$ cat src/rtl/nor_seq_pkg.sv
package nor_seq_pkg;

    typedef enum logic [2:0] {
        OP_IDENT   = 3'd0,
        OP_RDMODE  = 3'd1,
        OP_PROG    = 3'd2,
        OP_SERASE  = 3'd3,
        OP_CERASE  = 3'd4,
        OP_CFI     = 3'd5,
        OP_BUFPROG = 3'd6,
        OP_RSVD    = 3'd7
    } nor_op_e;

    typedef enum logic [1:0] {
        STAT_IDLE = 2'd0,
        STAT_BUSY = 2'd1,
        STAT_PROT = 2'd2
    } nor_stat_e;

    typedef enum logic [1:0] {
        S_IDLE = 2'd0,
        S_STB  = 2'd1,
        S_GAP  = 2'd2
    } seq_state_e;

    // where a step takes its address from
    typedef enum logic [1:0] {
        A_CMD      = 2'd0,
        A_TGT      = 2'd1,
        A_BUF_I    = 2'd2,
        A_BUF_LAST = 2'd3
    } addr_sel_e;

    // where a step takes its write data from
    typedef enum logic [1:0] {
        D_CMD   = 2'd0,
        D_WDATA = 2'd1,
        D_CNT   = 2'd2,
        D_BUF   = 2'd3
    } data_sel_e;

    typedef struct packed {
        logic        rd;
        logic        pull;
        addr_sel_e   asel;
        data_sel_e   dsel;
        logic [11:0] word;
        logic [7:0]  cmd;
    } step_desc_t;

    localparam logic [11:0] WA_MAIN = 12'h555;
    localparam logic [11:0] WA_ALT  = 12'h2AA;
    localparam logic [11:0] WA_QRY  = 12'h055;

    localparam logic [7:0] C_KEY1   = 8'hAA;
    localparam logic [7:0] C_KEY2   = 8'h55;
    localparam logic [7:0] C_IDENT  = 8'h90;
    localparam logic [7:0] C_RDMODE = 8'hF0;
    localparam logic [7:0] C_PROG   = 8'hA0;
    localparam logic [7:0] C_ERSET  = 8'h80;
    localparam logic [7:0] C_SECT   = 8'h30;
    localparam logic [7:0] C_CHIP   = 8'h10;
    localparam logic [7:0] C_QRY    = 8'h98;
    localparam logic [7:0] C_BLOAD  = 8'h25;
    localparam logic [7:0] C_BCONF  = 8'h29;

    function automatic step_desc_t cmd_step(logic [11:0] w, logic [7:0] c);
        step_desc_t s;
        s = '{rd: 1'b0, pull: 1'b0, asel: A_CMD, dsel: D_CMD, word: w, cmd: c};
        return s;
    endfunction

    function automatic step_desc_t rd_step(logic [11:0] w);
        step_desc_t s;
        s = '{rd: 1'b1, pull: 1'b0, asel: A_CMD, dsel: D_CMD, word: w, cmd: 8'h00};
        return s;
    endfunction

    function automatic step_desc_t tgt_step(data_sel_e d, logic [7:0] c);
        step_desc_t s;
        s = '{rd: 1'b0, pull: 1'b0, asel: A_TGT, dsel: d, word: 12'h000, cmd: c};
        return s;
    endfunction

    function automatic step_desc_t key_step(logic second);
        return second ? cmd_step(WA_ALT, C_KEY2) : cmd_step(WA_MAIN, C_KEY1);
    endfunction

    function automatic logic [11:0] ident_word(logic [1:0] i);
        case (i)
            2'd0:    return 12'h000;
            2'd1:    return 12'h001;
            2'd2:    return 12'h00E;
            default: return 12'h00F;
        endcase
    endfunction

    function automatic logic is_modifying(nor_op_e op);
        return (op == OP_PROG) || (op == OP_SERASE) ||
               (op == OP_CERASE) || (op == OP_BUFPROG);
    endfunction

    function automatic logic [15:0] script_len(nor_op_e op, logic [15:0] cnt);
        case (op)
            OP_IDENT:   return 16'd7;
            OP_RDMODE:  return 16'd1;
            OP_PROG:    return 16'd4;
            OP_SERASE:  return 16'd6;
            OP_CERASE:  return 16'd6;
            OP_CFI:     return 16'd5;
            OP_BUFPROG: return cnt + 16'd5;
            default:    return 16'd0;
        endcase
    endfunction

    function automatic step_desc_t script_step(nor_op_e op, logic [15:0] k, logic [15:0] cnt);
        step_desc_t s;
        logic [15:0] j;
        s = cmd_step(12'h000, 8'h00);
        j = k - 16'd1;
        case (op)
            OP_IDENT: begin
                if (k < 16'd2)       s = key_step(k[0]);
                else if (k == 16'd2) s = cmd_step(WA_MAIN, C_IDENT);
                else                 s = rd_step(ident_word(2'(k - 16'd3)));
            end
            OP_RDMODE: s = cmd_step(12'h000, C_RDMODE);
            OP_PROG: begin
                if (k < 16'd2)       s = key_step(k[0]);
                else if (k == 16'd2) s = cmd_step(WA_MAIN, C_PROG);
                else                 s = tgt_step(D_WDATA, 8'h00);
            end
            OP_SERASE, OP_CERASE: begin
                if (k < 16'd2)       s = key_step(k[0]);
                else if (k == 16'd2) s = cmd_step(WA_MAIN, C_ERSET);
                else if (k < 16'd5)  s = key_step(k == 16'd4);
                else if (op == OP_SERASE) s = tgt_step(D_CMD, C_SECT);
                else                 s = cmd_step(WA_MAIN, C_CHIP);
            end
            OP_CFI: begin
                if (k == 16'd0) s = cmd_step(WA_QRY, C_QRY);
                else            s = rd_step(12'h010 + 12'(j));
            end
            OP_BUFPROG: begin
                if (k < 16'd2)       s = key_step(k[0]);
                else if (k == 16'd2) s = tgt_step(D_CMD, C_BLOAD);
                else if (k == 16'd3) s = tgt_step(D_CNT, 8'h00);
                else if (k < cnt + 16'd4) begin
                    s = tgt_step(D_BUF, 8'h00);
                    s.asel = A_BUF_I;
                    s.pull = 1'b1;
                end else begin
                    s = tgt_step(D_CMD, C_BCONF);
                    s.asel = A_BUF_LAST;
                end
            end
            default: s = cmd_step(12'h000, 8'h00);
        endcase
        return s;
    endfunction

endpackage

$ cat src/rtl/nor_req_check.sv
module nor_req_check
    import nor_seq_pkg::*;
#(
    parameter int CW     = 8,
    parameter int MAXBUF = 16
) (
    input  nor_op_e         op,
    input  logic [CW-1:0]   count,
    input  logic            wprot,
    output logic            bad
);
    logic cnt_bad;

    always_comb begin
        cnt_bad = (count == '0) || (count > CW'(MAXBUF));
        bad = (op == OP_RSVD)
            || (wprot && is_modifying(op))
            || ((op == OP_BUFPROG) && cnt_bad);
    end
endmodule

$ cat src/rtl/nor_step_map.sv
module nor_step_map
    import nor_seq_pkg::*;
#(
    parameter int AW = 24,
    parameter int DW = 16,
    parameter int CW = 8,
    parameter int SW = 5
) (
    input  nor_op_e         op,
    input  logic [SW-1:0]   k,
    input  logic [CW-1:0]   count,
    input  logic [AW-1:0]   tgt,
    input  logic [DW-1:0]   wdata,
    input  logic [DW-1:0]   buf_data,
    input  logic            wide,
    output logic [AW-1:0]   addr,
    output logic [DW-1:0]   data,
    output logic            rd,
    output logic            pull
);
    step_desc_t    s;
    logic [SW-1:0] idx;
    logic [AW-1:0] off;
    logic [AW-1:0] wa;
    logic [DW-1:0] cmd_ext;

    // the command byte is placed in the low lane whatever the bus width
    generate
        if (DW > 8) begin : g_cmd_wide
            assign cmd_ext = {{(DW-8){1'b0}}, s.cmd};
        end else begin : g_cmd_narrow
            assign cmd_ext = s.cmd[DW-1:0];
        end
    endgenerate

    always_comb begin
        s   = script_step(op, 16'(k), 16'(count));
        idx = (s.asel == A_BUF_LAST) ? (SW'(count) - 1'b1) : (k - SW'(4));
        off = wide ? (AW'(idx) << 1) : AW'(idx);
        wa  = wide ? (AW'(s.word) << 1) : AW'(s.word);
        case (s.asel)
            A_CMD:   addr = wa;
            A_TGT:   addr = tgt;
            default: addr = tgt + off;
        endcase
        case (s.dsel)
            D_CMD:   data = cmd_ext;
            D_WDATA: data = wdata;
            D_CNT:   data = DW'(count) - 1'b1;
            default: data = buf_data;
        endcase
        if (s.rd) data = '0;
        rd   = s.rd;
        pull = s.pull;
    end
endmodule

$ cat src/rtl/nor_strobe_timer.sv
module nor_strobe_timer #(
    parameter int LW = 4
) (
    input  logic          clk,
    input  logic          rst,
    input  logic          start,
    input  logic [LW-1:0] len,
    output logic          done
);
    logic [LW-1:0] cnt;
    logic [LW-1:0] lim;

    always_ff @(posedge clk) begin
        if (rst) begin
            cnt <= '0;
            lim <= '0;
        end else if (start) begin
            cnt <= '0;
            lim <= (len == '0) ? '0 : len - 1'b1;
        end else if (!done) begin
            cnt <= cnt + 1'b1;
        end
    end

    assign done = (cnt == lim);
endmodule

$ cat src/rtl/nor_cmd_seq.sv
module nor_cmd_seq
    import nor_seq_pkg::*;
#(
    parameter int AW     = 24,
    parameter int DW     = 16,
    parameter int CW     = 8,
    parameter int LW     = 4,
    parameter int MAXBUF = 16
) (
    input  logic          clk,
    input  logic          rst,
    input  logic          req_valid,
    output logic          req_ready,
    input  logic [2:0]    req_op,
    input  logic [AW-1:0] req_addr,
    input  logic [DW-1:0] req_wdata,
    input  logic [CW-1:0] req_count,
    input  logic          wide_mode,
    input  logic          wr_protect,
    input  logic [LW-1:0] strobe_len,
    input  logic [DW-1:0] buf_data,
    output logic          buf_pop,
    output logic [AW-1:0] bus_addr,
    output logic [DW-1:0] bus_wdata,
    output logic          bus_we,
    output logic          bus_re,
    input  logic [DW-1:0] bus_rdata,
    output logic          rd_valid,
    output logic [DW-1:0] rd_data,
    output logic          req_err,
    output logic [1:0]    status
);
    localparam int SW = $clog2(MAXBUF + 6);

    typedef struct packed {
        nor_op_e        op;
        logic [AW-1:0]  addr;
        logic [DW-1:0]  wdata;
        logic [CW-1:0]  count;
        logic           wide;
    } req_t;

    req_t          in_req, req_q, cur_req;
    seq_state_e    st_q;
    logic [SW-1:0] step_q, last_q, k_sel;
    logic [LW-1:0] len_q, tim_len;
    logic          bad, accept, advance, tim_start, tim_done;
    logic          m_rd, m_pull;
    logic [AW-1:0] m_addr;
    logic [DW-1:0] m_data;

    assign in_req = '{op: nor_op_e'(req_op), addr: req_addr, wdata: req_wdata,
                      count: req_count, wide: wide_mode};

    // while idle the incoming request feeds the step map for step 0
    assign cur_req   = (st_q == S_IDLE) ? in_req : req_q;
    assign k_sel     = (st_q == S_IDLE) ? '0 : step_q + 1'b1;
    assign accept    = (st_q == S_IDLE) && req_valid && !bad;
    assign advance   = (st_q == S_GAP) && (step_q != last_q);
    assign tim_start = accept || advance;
    assign tim_len   = accept ? strobe_len : len_q;

    nor_req_check #(.CW(CW), .MAXBUF(MAXBUF)) u_check (
        .op    (in_req.op),
        .count (req_count),
        .wprot (wr_protect),
        .bad   (bad)
    );

    nor_step_map #(.AW(AW), .DW(DW), .CW(CW), .SW(SW)) u_map (
        .op       (cur_req.op),
        .k        (k_sel),
        .count    (cur_req.count),
        .tgt      (cur_req.addr),
        .wdata    (cur_req.wdata),
        .buf_data (buf_data),
        .wide     (cur_req.wide),
        .addr     (m_addr),
        .data     (m_data),
        .rd       (m_rd),
        .pull     (m_pull)
    );

    nor_strobe_timer #(.LW(LW)) u_timer (
        .clk   (clk),
        .rst   (rst),
        .start (tim_start),
        .len   (tim_len),
        .done  (tim_done)
    );

    always_ff @(posedge clk) begin
        if (rst) begin
            st_q      <= S_IDLE;
            req_q     <= '0;
            step_q    <= '0;
            last_q    <= '0;
            len_q     <= '0;
            bus_addr  <= '0;
            bus_wdata <= '0;
            bus_we    <= 1'b0;
            bus_re    <= 1'b0;
            buf_pop   <= 1'b0;
            rd_valid  <= 1'b0;
            rd_data   <= '0;
            req_err   <= 1'b0;
        end else begin
            rd_valid <= 1'b0;
            req_err  <= 1'b0;
            buf_pop  <= 1'b0;
            case (st_q)
                S_IDLE: begin
                    if (req_valid && bad) begin
                        req_err <= 1'b1;
                    end else if (accept) begin
                        req_q     <= in_req;
                        len_q     <= strobe_len;
                        step_q    <= '0;
                        last_q    <= SW'(script_len(in_req.op, 16'(req_count))) - 1'b1;
                        bus_addr  <= m_addr;
                        bus_wdata <= m_data;
                        bus_we    <= !m_rd;
                        bus_re    <= m_rd;
                        buf_pop   <= m_pull;
                        st_q      <= S_STB;
                    end
                end
                S_STB: begin
                    if (tim_done) begin
                        bus_we <= 1'b0;
                        bus_re <= 1'b0;
                        if (bus_re) begin
                            rd_data  <= bus_rdata;
                            rd_valid <= 1'b1;
                        end
                        st_q <= S_GAP;
                    end
                end
                S_GAP: begin
                    if (advance) begin
                        step_q    <= k_sel;
                        bus_addr  <= m_addr;
                        bus_wdata <= m_data;
                        bus_we    <= !m_rd;
                        bus_re    <= m_rd;
                        buf_pop   <= m_pull;
                        st_q      <= S_STB;
                    end else begin
                        st_q <= S_IDLE;
                    end
                end
                default: st_q <= S_IDLE;
            endcase
        end
    end

    assign req_ready = (st_q == S_IDLE);
    assign status    = (st_q != S_IDLE) ? STAT_BUSY :
                       (wr_protect ? STAT_PROT : STAT_IDLE);
endmodule

$ cat config.mk
export PLATFORM = sky130hd
export DESIGN_NAME = nor_cmd_seq
export DESIGN_NICKNAME = d
export VERILOG_FILES = /design/src/rtl/nor_seq_pkg.sv /design/src/rtl/nor_req_check.sv /design/src/rtl/nor_step_map.sv /design/src/rtl/nor_strobe_timer.sv /design/src/rtl/nor_cmd_seq.sv
export SDC_FILE = /design/constraint.sdc
export NUM_CORES = 1
export LEC_CHECK = 0
export CORE_UTILIZATION = 40
export CTS_BUF_LIST = sky130_fd_sc_hd__clkbuf_2 sky130_fd_sc_hd__clkbuf_4 sky130_fd_sc_hd__clkbuf_8
export DETAILED_ROUTE_END_ITERATION = 8
export MAX_ROUTING_LAYER = met4
export PLACE_DENSITY_LB_ADDON = 0.12
export SLEW_MARGIN = 20
export SYNTH_ARGS = -nofsm -noshare
export SYNTH_HDL_FRONTEND = slang
export SYNTH_SLANG_ARGS = --single-unit
$ cat constraint.sdc
create_clock -name clk -period 6.8 [get_ports clk]
set_clock_uncertainty 0.05 [all_clocks]
set_input_delay 0.68 -clock clk [delete_from_list [all_inputs] [get_ports clk]]
set_output_delay 0.68 -clock clk [all_outputs]
set_load 0.05 [all_outputs]
### Yosys cells after proc, flatten, opt, wreduce, memory -nomap -nowiden

Index checks and enable logic that the tools add are counted.

* bits of input ports: 92
* logic and storage cells: 174
* register bits after elaboration: 137

* reductions and logical operators: 38
* muxes and demuxes: 66
* bitwise logic cells: 4
* eq/ne operators: 30
* $add $sub $neg: 13
* magnitude comparators: 4

Operator list (count)
* $mux W26: 10
* $pmux W26 S6: 1
* $pmux W24 S2: 2
* $mux W24: 3
* $mux W16: 4
* $mux W52: 1
* $pmux W16 S3: 1
* $mux W23: 2
* $mux W5: 9
* $mux W19: 2
* $pmux W16 S2: 1
* $pmux W5 S6: 1
* $mux W25: 1
* $add A24 B24 Y24: 1
* $eq A3 B3 Y1 const B: 7
* $mux W1: 13
* $mux W13: 1
* $add A5 B12 Y12 const A: 1
* $eq A3 B2 Y1 const B: 4
* $pmux W4 S3: 1
* $eq A5 B2 Y1 const B: 2
* $mux W2: 5
* $pmux W5 S2: 1
* $sub A5 B1 Y5 const B: 2
* other kinds (43): 79

### Logic depth before layout (Yosys ltp)

* depth after elaboration: 17
* depth in mapped cells: 26

### Cells and area by module

From an unflattened synthesis, not the netlist that was laid out.

* cell total of the unflattened synthesis: 1127
* area, all modules: 8642.0 µm²

Modules (own cells, without submodules)
* nor_cmd_seq: area each 5606.6 µm², sequential area each 2582.5 µm², times used 1, cells an instance 694
* nor_step_map: area each 2560.0 µm², sequential area each 0.0 µm², times used 1, cells an instance 380
* nor_strobe_timer: area each 406.6 µm², sequential area each 160.2 µm², times used 1, cells an instance 45
* nor_req_check: area each 68.8 µm², sequential area each 0.0 µm², times used 1, cells an instance 8

### Worst setup path after synthesis

Ideal clock, no wire load.

* path kind: register to register
* start point: register st_q[1]
* end point: register bus_addr[22]
* slack: 0.249 ns
* clock period less this slack: 6.551 ns
* stages on the path, launching flop included: 24
* required time: 6.659 ns
* arrival time: 6.410 ns
* setup time: 0.091 ns
* path through: dfxtp_1 -> or2_2 -> clkbuf_1 -> inv_2 -> buf_2 -> buf_2 -> buf_2 -> buf_2 -> buf_1 -> mux2i_1 -> ha_1 -> nand2_1 -> o221ai_1 -> o211ai_1 -> a21oi_2 -> mux2_2 -> mux2_2 -> ha_1 -> nor2b_1 -> o31a_1 -> o21ai_0 -> a2111o_1 -> or4_1 -> a311oi_1

* longest elaborated chain between the ends: 17
* elaborated cells between the ends (all ways): 51

Ends and longest elaborated chain
* start, declared: line nor_cmd_seq.sv:44 `seq_state_e st_q;`
* start signal, assigned: line nor_cmd_seq.sv:94 `st_q <= S_IDLE;`
* start signal, assigned: line nor_cmd_seq.sv:125 `st_q <= S_STB;`
* start signal, assigned: line nor_cmd_seq.sv:136 `st_q <= S_GAP;`
* $logic_not A2 Y1 *
* named net req_ready: line nor_cmd_seq.sv:13 `output logic req_ready,`
* $mux W52: line nor_cmd_seq.sv:56 `assign cur_req = (st_q == S_IDLE) ? in_req : req_q;`
* $add A8 B3 Y9: line nor_seq_pkg.sv:148 `else if (k < cnt + 16'd4) begin`
* $lt A5 B9 Y1: line nor_seq_pkg.sv:148
* $mux W25: line nor_seq_pkg.sv:148
* $mux W26: line nor_seq_pkg.sv:147 `else if (k == 16'd3) s = tgt_step(D_CNT, 8'h00);`
* $mux W26: line nor_seq_pkg.sv:146 `else if (k == 16'd2) s = tgt_step(D_CMD, C_BLOAD);`
* (+2 left out)
* $eq A2 B2 Y1: line nor_step_map.sv:38 `idx = (s.asel == A_BUF_LAST) ? (SW'(count) - 1'b1) : (k - SW'(4));`
* $mux W5: line nor_step_map.sv:38
* $mux W6: line nor_step_map.sv:39 `off = wide ? (AW'(idx) << 1) : AW'(idx);`
* $add A24 B24 Y24: line nor_step_map.sv:44 `default: addr = tgt + off;`
* $pmux W24 S2: line nor_step_map.sv:41 `case (s.asel)`
* $mux W24: line nor_cmd_seq.sv:115 `end else if (accept) begin`
* $mux W24: line nor_cmd_seq.sv:113 `if (req_valid && bad) begin`
* $pmux W24 S2: line nor_cmd_seq.sv:111 `case (st_q)`
* end signal, assigned: line nor_cmd_seq.sv:120 `bus_addr <= m_addr;`
* end signal, assigned: line nor_cmd_seq.sv:142 `bus_addr <= m_addr;`
* end, declared: line nor_cmd_seq.sv:23 `output logic [AW-1:0] bus_addr,`

The timed path passes the listed nets; every way through them passes the cells marked *. The select of a mux whose other input is x is not followed.
A chain may end at the register's enable or synchronous reset.

### Worst setup path in the final report

* start point: register st_q[0]
* end point: register bus_addr[22]

* longest elaborated chain between the ends: 17
* elaborated cells between the ends (all ways): 51

Ends and longest elaborated chain
* $logic_not A2 Y1
* $mux W52: line nor_cmd_seq.sv:56
* $add A8 B3 Y9: line nor_seq_pkg.sv:148
* $lt A5 B9 Y1: line nor_seq_pkg.sv:148
* $mux W25: line nor_seq_pkg.sv:148
* $mux W26: line nor_seq_pkg.sv:147
* $mux W26: line nor_seq_pkg.sv:146
* $mux W26: line nor_seq_pkg.sv:145 `if (k < 16'd2) s = key_step(k[0]);`
* $pmux W26 S6: line nor_seq_pkg.sv:121 `case (op)`
* $eq A2 B2 Y1: line nor_step_map.sv:38
* $mux W5: line nor_step_map.sv:38
* $mux W6: line nor_step_map.sv:39
* $add A24 B24 Y24: line nor_step_map.sv:44
* $pmux W24 S2: line nor_step_map.sv:41
* $mux W24: line nor_cmd_seq.sv:115
* $mux W24: line nor_cmd_seq.sv:113
* $pmux W24 S2: line nor_cmd_seq.sv:111

Several ways; a longest one is shown, not always the timed one. The select of a mux whose other input is x is not followed.

==> metrics <==
reg2reg end=bus_addr[22]$_SDFFE_PP0P_; Critical Path AT=around 6400 ps; Reg clk slew, reported paths=80 ps; leakage=between 4 and 5 nW; sequential-to-total area share from yosys stat=32.0%; hold path cells=2; Port Buffer Count=155; dpl hpwl=19,300 um; Achievable Freq=165 MHz; top post-synthesis cells by area=dfxtp_1, mux2i_1, nor2_1, nand2_1, ha_1; initial antenna violation count=0; total negative slack=0 ps; Max Used Layer=met4; crit share post-route=89.4%; CP Capture Type=flop; Hold EP=bus_wdata[10]$_SDFFE_PP0P_; Fin Hold WS=390 ps; final hold vios=0; Post-Synth Adder-Cell Area=3.44%; Metal-1 WL=12,700 um; max-slew violation count=0; CTS buffer count=17; critical path type=flop to flop; via-per-instance ratio=5.61; Final GP Congestion=0.958; unrepaired setup endpoints after global routing=no; Synth cell types=80; hold_sp=bus_wdata[10]$_SDFFE_PP0P_; Synth area leader=dfxtp_1; commonest non-fill, non-tap cells in the layout=clkdlybuf4s50_1, nor2_1, dfxtp_1; post-synthesis net count=1,167; DP Cell Count=1,442; Cell Area, Synth=8580 um^2; Crit path largest cell delay=680 ps; row count=53; DR iter-0 viols=452; Die H=148 um; routed wl met2=12,100 um; r2r setup slk=720 ps; slowest CP cell=dfxtp_1; Post-synth EDFFs=0; Ant. Diodes=0; core region area=between 20,000 and 25,000 um^2; max_slew headroom=21.4%; Root Buffer=clkbuf_8; xor/xnor share of the synthesized area=3.68%; share of layout cells above drive strength 1=7.67%; PostCTS Resize Cnt=0; Setup crit start kind=flop; Post-synth ARST share=0%; total gr overflow=0; post-synth top area share=32.0%; RR Startpoint=st_q[0]$_SDFFE_PP0P_; worst r2r path cells=20; worst-path maximum fanout=36; Area after DPL=10,400 um^2; total track usage=25.2%; Detailed Route WL=26,600 um; drt pass-1 iters=7; mux cell area share after synthesis=14.6%; simple-gate share of the synthesized area=21.0%; global-route wire length before repair=42,400 um; max-cap violation count=0; I/O Pins=~160; remaining antenna violation count=0; WL/cell=18.1 um; worst path cell trace=or2_2 > buf_4 > o21ai_0 > xnor2_1 > ha_1 > a211oi_1 > o221ai_1 > o211ai_1 > a21oi_2 > mux2_2 > and2_1 > ha_1 > inv_1 > fa_1 > nor2b_1 > o31a_1 > o21ai_0 > a2111o_1 > or4_1 > a311oi_1; Max H-tree Level=4; Mapped Cells=between 1,000 and 1,500; status=finished clean; final cell count without fillers=approximately 1,500; met3 WL=roughly 1400 um; P per Cell Area=239 nW/um^2; Peak VDD IR=~0.12 mV; Synth Area in Compound Gates=21.1%; Layout Nets=1,301; hold crit path type=flop to flop; area grow syn2layout=25.5%; Data required, critical path=7100 ps; vias in the first global route=7,898; Skew-Pair Late Insertion Delay=450 ps; CTS max path bufs=2; Die ar.=22,000 um^2; Tightest Pin Transition=1170 ps; final setup violation count=0; Die X=148 um; postcts setup bufs=0; maximum number of pins on one net before global-route repair=92; most common cell after layout, fill and taps aside=clkdlybuf4s50_1; largest family of logic cells by synthesized area=compound AO/OA/AOI/OAI gates; Initial Util=40.8%; Syn Area/Cell=8.15 um^2; via count=slightly above 8,000; CTS tree=done; post-layout min period=roughly 6100 ps; Syn. warnings=0; Yosys reg bits=between 100 and 150; Clock Sinks=137; DRC=0; Main synth FF type=dfxtp_1; CTS Hold Bufs=0; fin area=10,800 um^2
## logic make-up (layout without fill, tap and decap cells)
kind of cell,count (synthesis),in the layout
buffers and inverters,88,235
AOI/OAI and AO/OA,255,255
adders and majority gates,23,23
xor gates and xnor gates,36,36
and+or+nand+nor,391,391
muxes,122,122
DFF,137,137
## synth_stat cells, drive strengths merged (12+ instances only)
cell / count
nor2: 152
dfxtp: 137
nand2: 115
mux2i: 109
a21oi: 47
o21ai: 45
clkbuf: 42
a211oi: 25
buf: 25
xnor2: 23
ha: 22
inv: 21
nand3: 21
nor3: 21
o211ai: 14
a31oi: 13
xor2: 13
a311oi: 12
mux2: 12
## cell type report
class / instances / area [um^2]
Timing Repair Buffer: 182 / 1750
Clock buffer: 19 / 255
Sequential cell: 137 / 2740
Tap cell: 275 / 344
Inverter: 21 / 78.8
Clock inverter: 13 / 96.3
Fill cell: 2063 / 10300
Multi-Input combinational cell: 827 / 5490
## routing by layer
layer	global-route usage, %	vias up
li1	-	4109
met1	33.3	3877
met2	39.5	256
met3	4.26	34
met4	6.60	0
met5	-	-
## worst max path at each step
stage | from | end | slack, ps | depth (start not counted)
2_1_floorplan | st_q[1]$_SDFFE_PP0P_ | bus_addr[22]$_SDFFE_PP0P_ | 250 | 23
3_3_place_gp | req_op[0] | bus_addr[22]$_SDFFE_PP0P_ | 800 | 17
3_5_place_dp | req_op[0] | bus_addr[22]$_SDFFE_PP0P_ | 590 | 17
4_1_cts | st_q[0]$_SDFFE_PP0P_ | bus_addr[22]$_SDFFE_PP0P_ | 760 | 19
5_1_grt | st_q[0]$_SDFFE_PP0P_ | bus_addr[22]$_SDFFE_PP0P_ | 210 | 20
6_report | st_q[0]$_SDFFE_PP0P_ | bus_addr[22]$_SDFFE_PP0P_ | 720 | 20
## stage by stage
| stage | total power, mW | setup WS, ps | utilization (%) |
|---|---|---|---|
| detailed placement | 1.96 | 591 | 49.5 |
| CTS | 2.59 | 762 | 51.2 |
| global route | 2.71 | 215 | 51.2 |
| global placement | 1.96 | 801 | 49.5 |
| finish | 2.57 | 723 | 51.2 |
| floorplan | 1.63 | 249 | - |
## worst max-delay path, delay by kind of cell (launching register included)
family / cells / cell delay [ps]
compound gates: 9 / 2270
xor+xnor: 1 / 170
fa+ha+maj: 3 / 800
buf+inv: 2 / 520
flops: 1 / 680
mux: 1 / 300
simple gates: 4 / 1170
## power breakdown
part / switching, mW / internal (mW) / leakage [nW]
clock: 0.348 / 0.267 / 0.168
sequential: 0.0543 / 0.872 / 1.12
combinational: 0.633 / 0.394 / 2.99
total: 1.04 / 1.53 / 4.28
## registers in the layout, summed over array words and instances, names as in the netlist, 5 cells and up
register	flops
last_q	5
rd_data	16
bus_addr	24
step_q	5
bus_wdata	16
req_q	52
Note: power is estimated with default switching activity, not from simulation.
